## config.mk

```make
export PLATFORM = sky130hd
export DESIGN_NAME = layer_seq
export DESIGN_NICKNAME = d
export VERILOG_FILES = /design/src/rtl/layer_seq.sv
export SDC_FILE = /design/constraint.sdc
export NUM_CORES = 1
export LEC_CHECK = 0
export CORE_UTILIZATION = 54
export CTS_CLUSTER_SIZE = 12
export DETAILED_ROUTE_END_ITERATION = 6
export GPL_ROUTABILITY_DRIVEN = 0
export PLACE_DENSITY = 0.92
export RECOVER_POWER = 100
export SLEW_MARGIN = 20
export SYNTH_ARGS = -nofsm -noshare
export SYNTH_HDL_FRONTEND = slang
export SYNTH_SLANG_ARGS = --single-unit
```

## constraint.sdc

```tcl
create_clock -name clk -period 4.69 [get_ports clk]
set_input_delay 0.938 -clock clk [delete_from_list [all_inputs] [get_ports clk]]
set_output_delay 0.938 -clock clk [all_outputs]
set_load 0.03 [all_outputs]
```

## src/rtl/layer_seq.sv

```systemverilog
module layer_seq #(
  parameter int DW = 8,
  parameter int AW = 4
) (
  input  logic          clk,
  input  logic          rst_n,
  input  logic [1:0]    mode,
  input  logic          start,
  input  logic          step,
  input  logic [1:0]    cfg_layer,
  input  logic          cfg_go,
  input  logic          layer_done,
  input  logic [AW-1:0] dbg_addr,
  output logic [1:0]    layer_sel,
  output logic [2:0]    phase_en,
  output logic          busy,
  output logic          done,
  output logic [DW-1:0] dbg_data
);
  localparam logic [1:0] M_MAN  = 2'b00;
  localparam logic [1:0] M_AUTO = 2'b01;
  localparam logic [1:0] M_CFG  = 2'b10;
  localparam logic [1:0] M_TEST = 2'b11;
  localparam logic [1:0] LAST   = 2'd2;

  logic          running, hold, done_r;
  logic [1:0]    layer, run_mode;
  logic [DW-1:0] n_layers, n_runs, dbg_q;

  wire frozen  = (mode == M_TEST);
  wire active  = running && !hold && !frozen;
  wire accept  = active && layer_done;
  wire finish  = (run_mode == M_CFG) || (layer == LAST);
  wire go_auto = (mode == M_AUTO) && start;
  wire go_man  = (mode == M_MAN) && step;
  wire go_cfg  = (mode == M_CFG) && cfg_go && (cfg_layer != 2'd3);
  wire launch  = !running && !frozen && (go_auto || go_man || go_cfg);

  always_ff @(posedge clk) begin
    if (!rst_n) begin
      running  <= 1'b0;
      hold     <= 1'b0;
      layer    <= '0;
      run_mode <= M_MAN;
      done_r   <= 1'b0;
      n_layers <= '0;
      n_runs   <= '0;
      dbg_q    <= '0;
    end else begin
      done_r <= accept && (layer == LAST);
      if (launch) begin
        running  <= 1'b1;
        hold     <= 1'b0;
        run_mode <= mode;
        layer    <= go_cfg ? cfg_layer : 2'd0;
      end else if (accept) begin
        n_layers <= n_layers + 1'b1;
        if (layer == LAST) n_runs <= n_runs + 1'b1;
        if (finish) begin
          running <= 1'b0;
          layer   <= '0;
        end else begin
          layer <= layer + 2'd1;
          hold  <= (run_mode == M_MAN);
        end
      end else if (running && hold && !frozen && step) begin
        hold <= 1'b0;
      end
      case (dbg_addr)
        AW'(0):  dbg_q <= DW'({run_mode, hold, running, layer});
        AW'(1):  dbg_q <= n_layers;
        AW'(2):  dbg_q <= n_runs;
        default: dbg_q <= '0;
      endcase
    end
  end

  assign busy      = running;
  assign layer_sel = layer;
  assign phase_en  = active ? (3'b001 << layer) : 3'b000;
  assign done      = done_r;
  assign dbg_data  = dbg_q;


  phase_onehot_chk: assert property (@(posedge clk) disable iff (!rst_n)
    $onehot0(phase_en));

  layer_order_chk: assert property (@(posedge clk) disable iff (!rst_n)
    (busy && $past(busy) && (layer_sel != $past(layer_sel))) |-> (layer_sel == $past(layer_sel) + 2'd1));

  done_pulse_chk: assert property (@(posedge clk) disable iff (!rst_n)
    done |=> !done);

  done_cause_chk: assert property (@(posedge clk) disable iff (!rst_n)
    (layer_done && phase_en[2]) |=> (done && !busy));

  freeze_hold_chk: assert property (@(posedge clk) disable iff (!rst_n)
    (mode == M_TEST) |=> ($stable(layer_sel) && $stable(busy)));
endmodule

```

---- Yosys cells after proc, flatten, opt, wreduce, memory -nomap -nowiden ----
Index checks and enable logic that the tools add are counted.
storage, ports and cells
  bits in registers ....................... 31
  word-level logic and storage cells ...... 65
  output and inout port bits .............. 15
  input port bits ......................... 14
operators by class
  $add $sub $neg .......................... 3
  eq/ne operators ......................... 9
  reduce and logical (&&, ||, !) cells .... 30
  bitwise gates (word level) .............. 2
  shift operators ......................... 1
  muxes and demuxes ....................... 12
operator list
  cell                                                  number
  one-hot mux 8 bit (3 select lines)                    1
  adder 8 x 1 -> 8 bit (second input constant)          2
  logical AND 1 bit                                     13
  equality test 2 bit (second input constant)           4
  two-way mux 2 bit                                     4
  two-way mux 1 bit                                     6
  AND reduction 2 bit                                   3
  nonzero test 2 bit                                    3
  equality test 4 x 1 -> 1 bit (second input constant)  1
  equality test 4 x 2 -> 1 bit (second input constant)  1
  zero test 2 bit                                       2
  zero test 4 bit                                       1
  inequality test 2 bit (second input constant)         2
  zero test 1 bit                                       3
  logical OR 1 bit                                      3
  two-way mux 3 bit                                     1
  AND reduction 3 bit                                   1
  << shifter 1 x 2 -> 3 bit (first input constant)      1
  adder 2 x 1 -> 2 bit (second input constant)          1
  equality test 2 x 1 -> 1 bit (second input constant)  1
  inverter 1 bit                                        2
  OR reduction 2 bit                                    1

---- Logic depth before layout (Yosys ltp) ----
Gate-level depths: netlist of run 1.
  word-level depth ........................ 7
  depth in mapped cells ................... 6
  gate-level depth less buffers ........... 6

---- Worst setup path before layout of run 1 ----
No wires, ideal clock.
  path kind ............................... input to output
  start ................................... input port mode[1]
  end ..................................... output port phase_en[0]
  path slack .............................. 2182 ps
  required time ........................... 3752 ps
  cell stages on the path ................. 2
  arrival time ............................ 1570 ps
  path buffers ............................ 0
  path through ............................ a21boi_2 and3_1
between the ends
  cells in the longest elaborated chain, start to end .. 4
RTL lines
  element              line  source
  start: declaration   7     input logic [1:0] mode,
  equality test 2 bit  30    wire frozen = (mode == M_TEST);
  zero test 1 bit      31    wire active = running && !hold && !frozen;
  logical AND 1 bit    31
  two-way mux 3 bit    80    assign phase_en = active ? (3'b001 << layer) : 3'b000;
  end: declaration     15    output logic [2:0] phase_en,
No other way between the ends.

---- Worst setup path in the final report of run 1 ----
  start ................................... input port mode[0]
  end ..................................... output port phase_en[0]
Same word-level chain as after synthesis.

==> results.toml, run 1 <==
[timing]
whs_ps = 495
final.setup.tns_ps = 0
rsz0062_at_grt = "no"
skew_ps = 7.65
timing.fmax_ghz = 0.259
timing.final.crit_share = 0.823
period_needed_ps = 3860
worstMarginPinSlew_ps = 687
hold_viol_final = 0
drv_slew = 0
setup_viol = 0
relSlewSlack = 0.542

[logic_synthesis]
syn_nets = 193
yosys_register_bits = 31
synth_edf_count = 0
synth.area.top_cells = "dfxtp_1 41%, nor2_1 6.8%, a21oi_1 6.3%"
yosysTopAreaCell = "dfxtp_1"
ys.flop_type = "dfxtp_1"
yosys.area.top_type_share = 0.414
synth_most_common_cell = "dfxtp_1"
syn_avg_cell_area_um2 = 8.62
synthTopCellsByCount = "31 x dfxtp_1, 27 x nor2_1, 19 x a21oi_1"
yosysWarnings = 0
yosysUniqueCellTypes = 35
ys_seq_area_frac = 0.414
syn-cell-area_um2 = 1500
syn_inst = 174
ys_async_sr_fraction = 0

[pwr]
power_switching_share = 0.256
power_density_nw_per_um2 = 278
power.switching_uw = 131
seqPwrFrac = 0.535
leakage_nw = 0.707
internal_power_uw = 379
max-vdd-ir-drop_mv = 0.271
p_total_uw = 510
combinationalPowerShare = 0.113
clock_power_share = 0.352

[drt]
route.detailed.drc = 0
wl_per_cell_um = 14.5
vias_per_cell = 5.97
drt_first_pass_iters = 5
drt-total-wl_mm = 3.38
via_count = 1392
drt-initial-drc-count = 47
postRouteAntennaNets = 0

[die]
die_y_um = 54.7
start_util = 0.589
dieArea_um2 = 2990
coreArea_um2 = 2540
rows = 18
ioPinCount = 29
die_w_um = 54.7

[cts]
hold_buffers = 0
cts_root_buf = "clkbuf_4"
cts_tree = "built"
clock_sinks = 31
cts_buffers = 5
clk_transition_reported_paths_ps = 100
clock_latency_ps = 340
clk_path_buf_depth = 2
cts_max_level = 2
cts_setup_buffers = 0
post_cts_resized = 0

[hold_path]
holdPathEnd = "n_runs[1]$_SDFFE_PN0P_"
hp-start = "n_runs[1]$_SDFFE_PN0P_"
worst_hold_path.num_cells = 2
hp-class = "reg2reg"

[global_routing]
grt_pass1_wl_mm = 5.46
overflow = 0
track_usage = 0.267
gr-usage-met2 = 0.450
first_global_vias = 1259
gr-usage-met1 = 0.299
grt_max_degree = 23
antenna_found_initial = 0
top_usage_layer = "met2"
gr-usage-met3 = 0.0583

[worst_setup_path]
reg2reg_depth = 4
crit_start = "mode[0]"
timing.rr.start = "busy$_SDFFE_PN0P_"
critPathLaunchType = "input pin"
rr_endpoint = "n_layers[5]$_SDFFE_PN0P_"
crit_required_ps = 3750
crit_type = "in2out"
cp-end-kind = "output pin"
cp.arrival_ps = 2920
cp_max_fo = 10
r2r_slack_ps = 2640

[layout]
antennaDiodeCount = 0
fillerInstances = 204
synthToLayoutAreaGrowth_pct = 22.0
drive_gt1_frac = 0.0542
final_nets = 221

[outcome]
status = "finished clean"

[placement]
dpl.hpwl_mm = 2.46
io_buffers = 28

[flow_run]
drv_cap = 0
[metal layers]
metal | up-vias | part of all wire
li1 | 673 | -
met1 | 651 | 0.40
met2 | 59 | 0.50
met3 | 9 | 0.073
met4 | 0 | 0.028
met5 | - | 0
[layout make-up]
cell class	count	area (µm²)	share of cell area
multi-input combinational	129	797	0.435
sequential	31	621	0.339
timing repair buffer	28	280	0.153
clock buffer	8	68.8	0.0376
tap	30	37.5	0.0205
inverter	7	26.3	0.0144
[worst max-delay path by stage]
stage,endpoint,slack [ps],cells past startpoint
3_5_place_dp,phase_en[0],1000,4
2_1_floorplan,phase_en[0],2180,2
6_report,phase_en[0],830,4
4_1_cts,phase_en[0],980,4
3_3_place_gp,phase_en[1],1090,4
5_1_grt,phase_en[1],740,4
[worst max-delay path, stage by stage]
cell           delay [ps]
dlygate4sd3_1         620
a21boi_2              400
and3_1                220
dlygate4sd3_1         740
[cell usage in the layout, fill, tap and decap left out, drive strengths merged, types with 6 or more instances in the layout]
cell,n
nand3,7
clkdlybuf4s50,11
mux2i,6
dlygate4sd3,17
nand2,11
dfxtp,31
a21oi,19
inv,6
clkbuf,8
nand4,7
nor2,27
[cells by family after synthesis]
| family | Yosys count | share of synthesized area |
|---|---|---|
| AO/OA/AOI/OAI | 34 | 0.144 |
| XOR/XNOR | 9 | 0.0525 |
| adder cells (fa/ha/maj) | 5 | 0.0417 |
| buffers and inverters | 14 | 0.0484 |
| flip-flops | 31 | 0.414 |
| multiplexers | 7 | 0.0475 |
| AND/OR/NAND/NOR | 74 | 0.252 |
[registers in the layout, summed over array words and instances (netlist names)]
signal	flops
layer_sel	2
run_mode	2
hold	1
dbg_data	8
done	1
busy	1
n_runs	8
n_layers	8
[power groups by stage]
stage	combinational, mW	clock, mW	sequential, mW
global placement	0.0575	0	0.278
finish	0.0576	0.180	0.273
global route	0.0627	0.188	0.273
CTS	0.0598	0.180	0.273
floorplan	0.0332	0	0.280
detailed placement	0.0593	0	0.279
[metrics by stage]
stage	std cells	instance area, µm²	utilization	setup slack, ps
finish	233	1830	0.719	829
global route	233	1830	0.719	742
CTS	233	1840	0.723	979
detailed placement	225	1770	0.696	996
global placement	225	1770	0.696	1090
floorplan	174	1500	-	2180
No activity file was read; power rests on OpenSTA's default activity.
==> run 2, diff against run 1 <==
CORE_UTILIZATION = 46   (was 54)
PLACE_DENSITY = 0.84   (was 0.92)
clock period = 3.3 ns   (was 4.69 ns; I/O delays follow)
==> run 2 against run 1 <==
Against the previous run: global-route usage shrank 6.1 points; largest power group unchanged; clock skew shrank 0.77 ps; final cell count grew 6.9%; utilization shrank 12 points; register-to-register slack lost 1400 ps; critical path type unchanged; first-iteration DRC count shrank 40%; worst setup slack lost 600 ps; final area grew 0.55%; largest cell class unchanged; critical path depth is the same; clock-buffer cell count shrank 1; non-clock buffer count grew 2.
==> results.toml, run 2 (synthesized netlist as in run 1, its figures left out) <==
[layout]
drive_gt1_frac = 0.0488
final_nets = 223
synthToLayoutAreaGrowth_pct = 22.7
final_cell_mix = "31 x dfxtp_1, 27 x nor2_1, 19 x a21oi_1"
layout_commonest_cell = "dfxtp_1"
antennaDiodeCount = 0
stdcell_area_um2 = 1840

[cts]
cts_root_buf = "clkbuf_4"
clk_transition_reported_paths_ps = 90
clock_sinks = 31
clock_latency_ps = 320
cts_tree = "built"
cts_buffers = 5
post_cts_resized = 0
cts_setup_buffers = 0
clk_path_buf_depth = 2
hold_buffers = 0
cts_max_level = 2

[global_routing]
antenna_found_initial = 0
track_usage = 0.206
overflow = 0
grt_pass1_wl_mm = 5.42
grt_max_degree = 23
first_global_vias = 1216

[die]
rows = 20
ioPinCount = 29
die_w_um = 59.1
start_util = 0.487
die_y_um = 59.1
dieArea_um2 = 3490
coreArea_um2 = 3080

[drt]
met2RoutedLength_mm = 1.48
route.detailed.drc = 0
wl_per_cell_um = 12.5
via_count = 1365
drt-total-wl_mm = 3.12
drt_first_pass_iters = 4
met3RoutedLength_um = 143
route.top_layer_used = "met4"
drt-initial-drc-count = 28
wl_met1_mm = 1.46
postRouteAntennaNets = 0
vias_per_cell = 5.48

[pwr]
seqPwrFrac = 0.574
clock_power_share = 0.303
max-vdd-ir-drop_mv = 0.203
power_density_nw_per_um2 = 367
leakage_nw = 0.694
combinationalPowerShare = 0.123
internal_power_uw = 498
power_switching_share = 0.262
power.switching_uw = 177

[timing]
setup_viol = 0
timing.final.crit_share = 0.930
period_needed_ps = 3070
whs_ps = 496
drv_slew = 0
relSlewSlack = 0.523
skew_ps = 6.87
final.setup.tns_ps = 0
worstMarginPinSlew_ps = 715
rsz0062_at_grt = "no"
hold_viol_final = 0
timing.fmax_ghz = 0.326

[placement]
dpl.hpwl_mm = 2.28
io_buffers = 28
placed_area_um2 = 1800

[worst_setup_path]
critPathLaunchType = "input pin"
r2r_slack_ps = 1200
cp_slowest_cell = "clkdlybuf4s50_1"
cp_max_fo = 5
cp.arrival_ps = 2410
max_stage_delay_ps = 670
cp-end-kind = "output pin"
crit_required_ps = 2640
crit_type = "in2out"
path_cells = "dlygate4sd3_1, a21boi_2, and3_1, clkdlybuf4s50_1"

[flow_run]
drv_cap = 0

[outcome]
status = "finished clean"

[hold_path]
hp-class = "reg2reg"
run 2: cell count changes in the layout (fill, tap and decap cells not counted), sizes merged:
cell           before  now
clkinv              1    2
clkdlybuf4s50      11   14
dlygate4sd3        17   14
buf                 0    1
run 2: critical path: cells and delay by family:
kind,cells,cell delay (ps)
compound gates,1,270
buf+inv,2,1290
simple gates,1,190
run 2: per-layer routing:
layer | vias up | GRT usage
met4 | 0 | 0.0782
met2 | 48 | 0.333
li1 | 690 | -
met5 | - | 0
met1 | 621 | 0.265
met3 | 6 | 0.0524
run 2: power by group through the flow:
stage	registers [mW]	clock network (mW)	logic (mW)
floorplan	0.398	0	0.0472
global placement	0.396	0	0.0861
detailed placement	0.396	0	0.0867
CTS	0.387	0.207	0.0873
global route	0.388	0.228	0.0911
finish	0.387	0.205	0.0833
run 2: final timing paths:
| path | startpoint | end | depth (start not counted) |
|---|---|---|---|
| setup / recovery | mode[0] | phase_en[1] | 4 |
| hold / removal | n_runs[7]$_SDFFE_PN0P_ | n_runs[7]$_SDFFE_PN0P_ | 2 |
| setup reg to reg | busy$_SDFFE_PN0P_ | n_layers[5]$_SDFFE_PN0P_ | 5 |
| hold reg to reg | n_runs[7]$_SDFFE_PN0P_ | n_runs[7]$_SDFFE_PN0P_ | 2 |
run 2: final cells by class:
cell class	instances	area (µm²)
clock inverter	1	5.00
timing repair buffer	30	292
clock buffer	7	45.0
tap	44	55.1
fill	273	1240
sequential	31	621
inverter	7	26.3
multi-input combinational	129	797
run 2: per-stage QoR:
step	worst slack, ps	instances	power, mW	utilization
final	231	249	0.675	0.598
after floorplan	1270	174	0.445	-
after global placement	328	241	0.482	0.586
after detailed placement	315	241	0.482	0.586
after global routing	177	249	0.707	0.598
after CTS	310	249	0.681	0.602
==> run 3, diff against run 2 <==
CELL_PAD_IN_SITES_DETAIL_PLACEMENT = 1   (was not set)
CELL_PAD_IN_SITES_GLOBAL_PLACEMENT = 1   (was not set)
CORE_UTILIZATION = 34   (was 46)
PLACE_DENSITY = 0.83   (was 0.84)
==> run 3 against run 2 <==
Against the previous run: flip-flop and latch count is the same; clock power grew 59%; fmax grew 0.26%; hold slack lost 4.9 ps; final area grew 3.3%; utilization shrank 14 points; die area grew 34%; non-clock buffer count grew 1; worst setup slack gained 7.9 ps; via count grew 2.9%; highest routed layer unchanged.
==> results.toml, run 3 (synthesized netlist as in run 1, its figures left out) <==
[outcome]
status = "finished clean"

[timing]
worst_slack_ps = 239
worstMarginPinSlew_ps = 674
relSlewSlack = 0.547
rsz0062_at_grt = "no"
timing.final.crit_share = 0.928
hold_viol_final = 0
skew_ps = 4.15
drv_slew = 0
period_needed_ps = 3060
timing.fmax_ghz = 0.327
setup_viol = 0
final.setup.tns_ps = 0

[drt]
route.detailed.drc = 0
postRouteAntennaNets = 0
drt-total-wl_mm = 3.93
vias_per_cell = 5.48
drt-initial-drc-count = 65
wl_per_cell_um = 15.3
via_count = 1404
drt_first_pass_iters = 4

[placement]
dpl_worst_slack_ps = 373
dp.cells = 248
dpl.hpwl_mm = 2.94
placed_area_um2 = 1820
io_buffers = 28

[layout]
synthToLayoutAreaGrowth_pct = 26.8
final_cell_mix = "31 x dfxtp_1, 27 x nor2_1, 19 x a21oi_1"
finalNonFillerCells = 256
drive_gt1_frac = 0.0583
stdcell_area_um2 = 1900
layout_commonest_cell = "dfxtp_1"
antennaDiodeCount = 0
final_nets = 224

[global_routing]
grt_pass1_wl_mm = 6.52
track_usage = 0.193
antenna_found_initial = 0
first_global_vias = 1382
overflow = 0
grt_max_degree = 22

[die]
dieArea_um2 = 4680
coreArea_um2 = 4120
ioPinCount = 29
start_util = 0.365
die_y_um = 68.4
die_w_um = 68.4
rows = 23

[worst_setup_path]
cp_max_fo = 5
cp_slowest_cell = "dlygate4sd3_1"
crit_top_cell = "dlygate4sd3_1"
cp.arrival_ps = 2400
cp_top_family = "buffers and inverters"
cp-end-kind = "output pin"
crit_required_ps = 2640
crit_type = "in2out"
path_cells = "dlygate4sd3_1, a21boi_2, and3_1, dlygate4sd3_1"
critPathBufInv = 2
critPathLaunchType = "input pin"
max_stage_delay_ps = 740

[pwr]
internal_power_uw = 606
power.switching_uw = 193
power_switching_share = 0.242
max-vdd-ir-drop_mv = 0.146
leakage_nw = 0.724
p_total_uw = 800
clock_power_share = 0.407
seqPwrFrac = 0.485
combinationalPowerShare = 0.107
power_density_nw_per_um2 = 420

[cts]
hold_buffers = 0
post_cts_resized = 0
clk_path_buf_depth = 2
clk_transition_reported_paths_ps = 60
clock_sinks = 31
cts_max_level = 2
cts_root_buf = "clkbuf_8"
cts_tree = "built"
cts_setup_buffers = 0
cts_buffers = 5
clock_latency_ps = 280

[flow_run]
drv_cap = 0

[hold_path]
hp-class = "reg2reg"
==> run 3: cell count changes in the layout (fill, tap and decap cells not counted), moves of 2 or more <==
cell,previous run,this run
clkbuf_4,5,0
clkdlybuf4s50_1,14,12
dlygate4sd3_1,14,16
clkbuf_8,0,7
==> run 3: final timing paths <==
| check | from | end | slack [ps] | cells after the start |
|---|---|---|---|---|
| setup / recovery | mode[0] | phase_en[1] | 240 | 4 |
| hold / removal | n_runs[1]$_SDFFE_PN0P_ | n_runs[1]$_SDFFE_PN0P_ | 490 | 2 |
| setup reg to reg | busy$_SDFFE_PN0P_ | n_layers[7]$_SDFFE_PN0P_ | 1270 | 4 |
| hold reg to reg | n_runs[1]$_SDFFE_PN0P_ | n_runs[1]$_SDFFE_PN0P_ | 490 | 2 |
==> run 3: area by class of cell <==
cell class | instances | area [µm²]
Inverter | 7 | 26.3
Timing Repair Buffer | 31 | 295
Sequential cell | 31 | 621
Tap cell | 50 | 62.6
Multi-Input combinational cell | 129 | 797
Fill cell | 504 | 2210
Clock buffer | 8 | 100
==> run 3: per-layer routing <==
metal	track usage	share of wire
met1	0.223	0.43
met2	0.343	0.51
met3	0.0500	0.045
met4	0.0625	0.012
met5	0	0
==> run 3: worst register-to-register path, stage by stage, from the launching register on <==
cell and delay (ps):
dfxtp_1 450, a21bo_1 310, or4_1 520, or4_1 530
a21oi_1 150
==> run 3: power groups by stage <==
stage	logic (mW)	registers, mW	clock network, mW
after CTS	0.0911	0.388	0.333
after floorplan	0.0472	0.398	0
after global placement	0.0886	0.396	0
after detailed placement	0.0903	0.396	0
final	0.0858	0.388	0.326
after global routing	0.0940	0.388	0.354
==> run 3: per-stage QoR <==
| stage | hold slack, ps | utilization |
|---|---|---|
| 3_3_place_gp | 477 | 0.442 |
| 5_1_grt | 515 | 0.462 |
| 4_1_cts | 493 | 0.466 |
| 3_5_place_dp | 483 | 0.442 |
| 2_1_floorplan | 452 | - |
| 6_report | 491 | 0.462 |
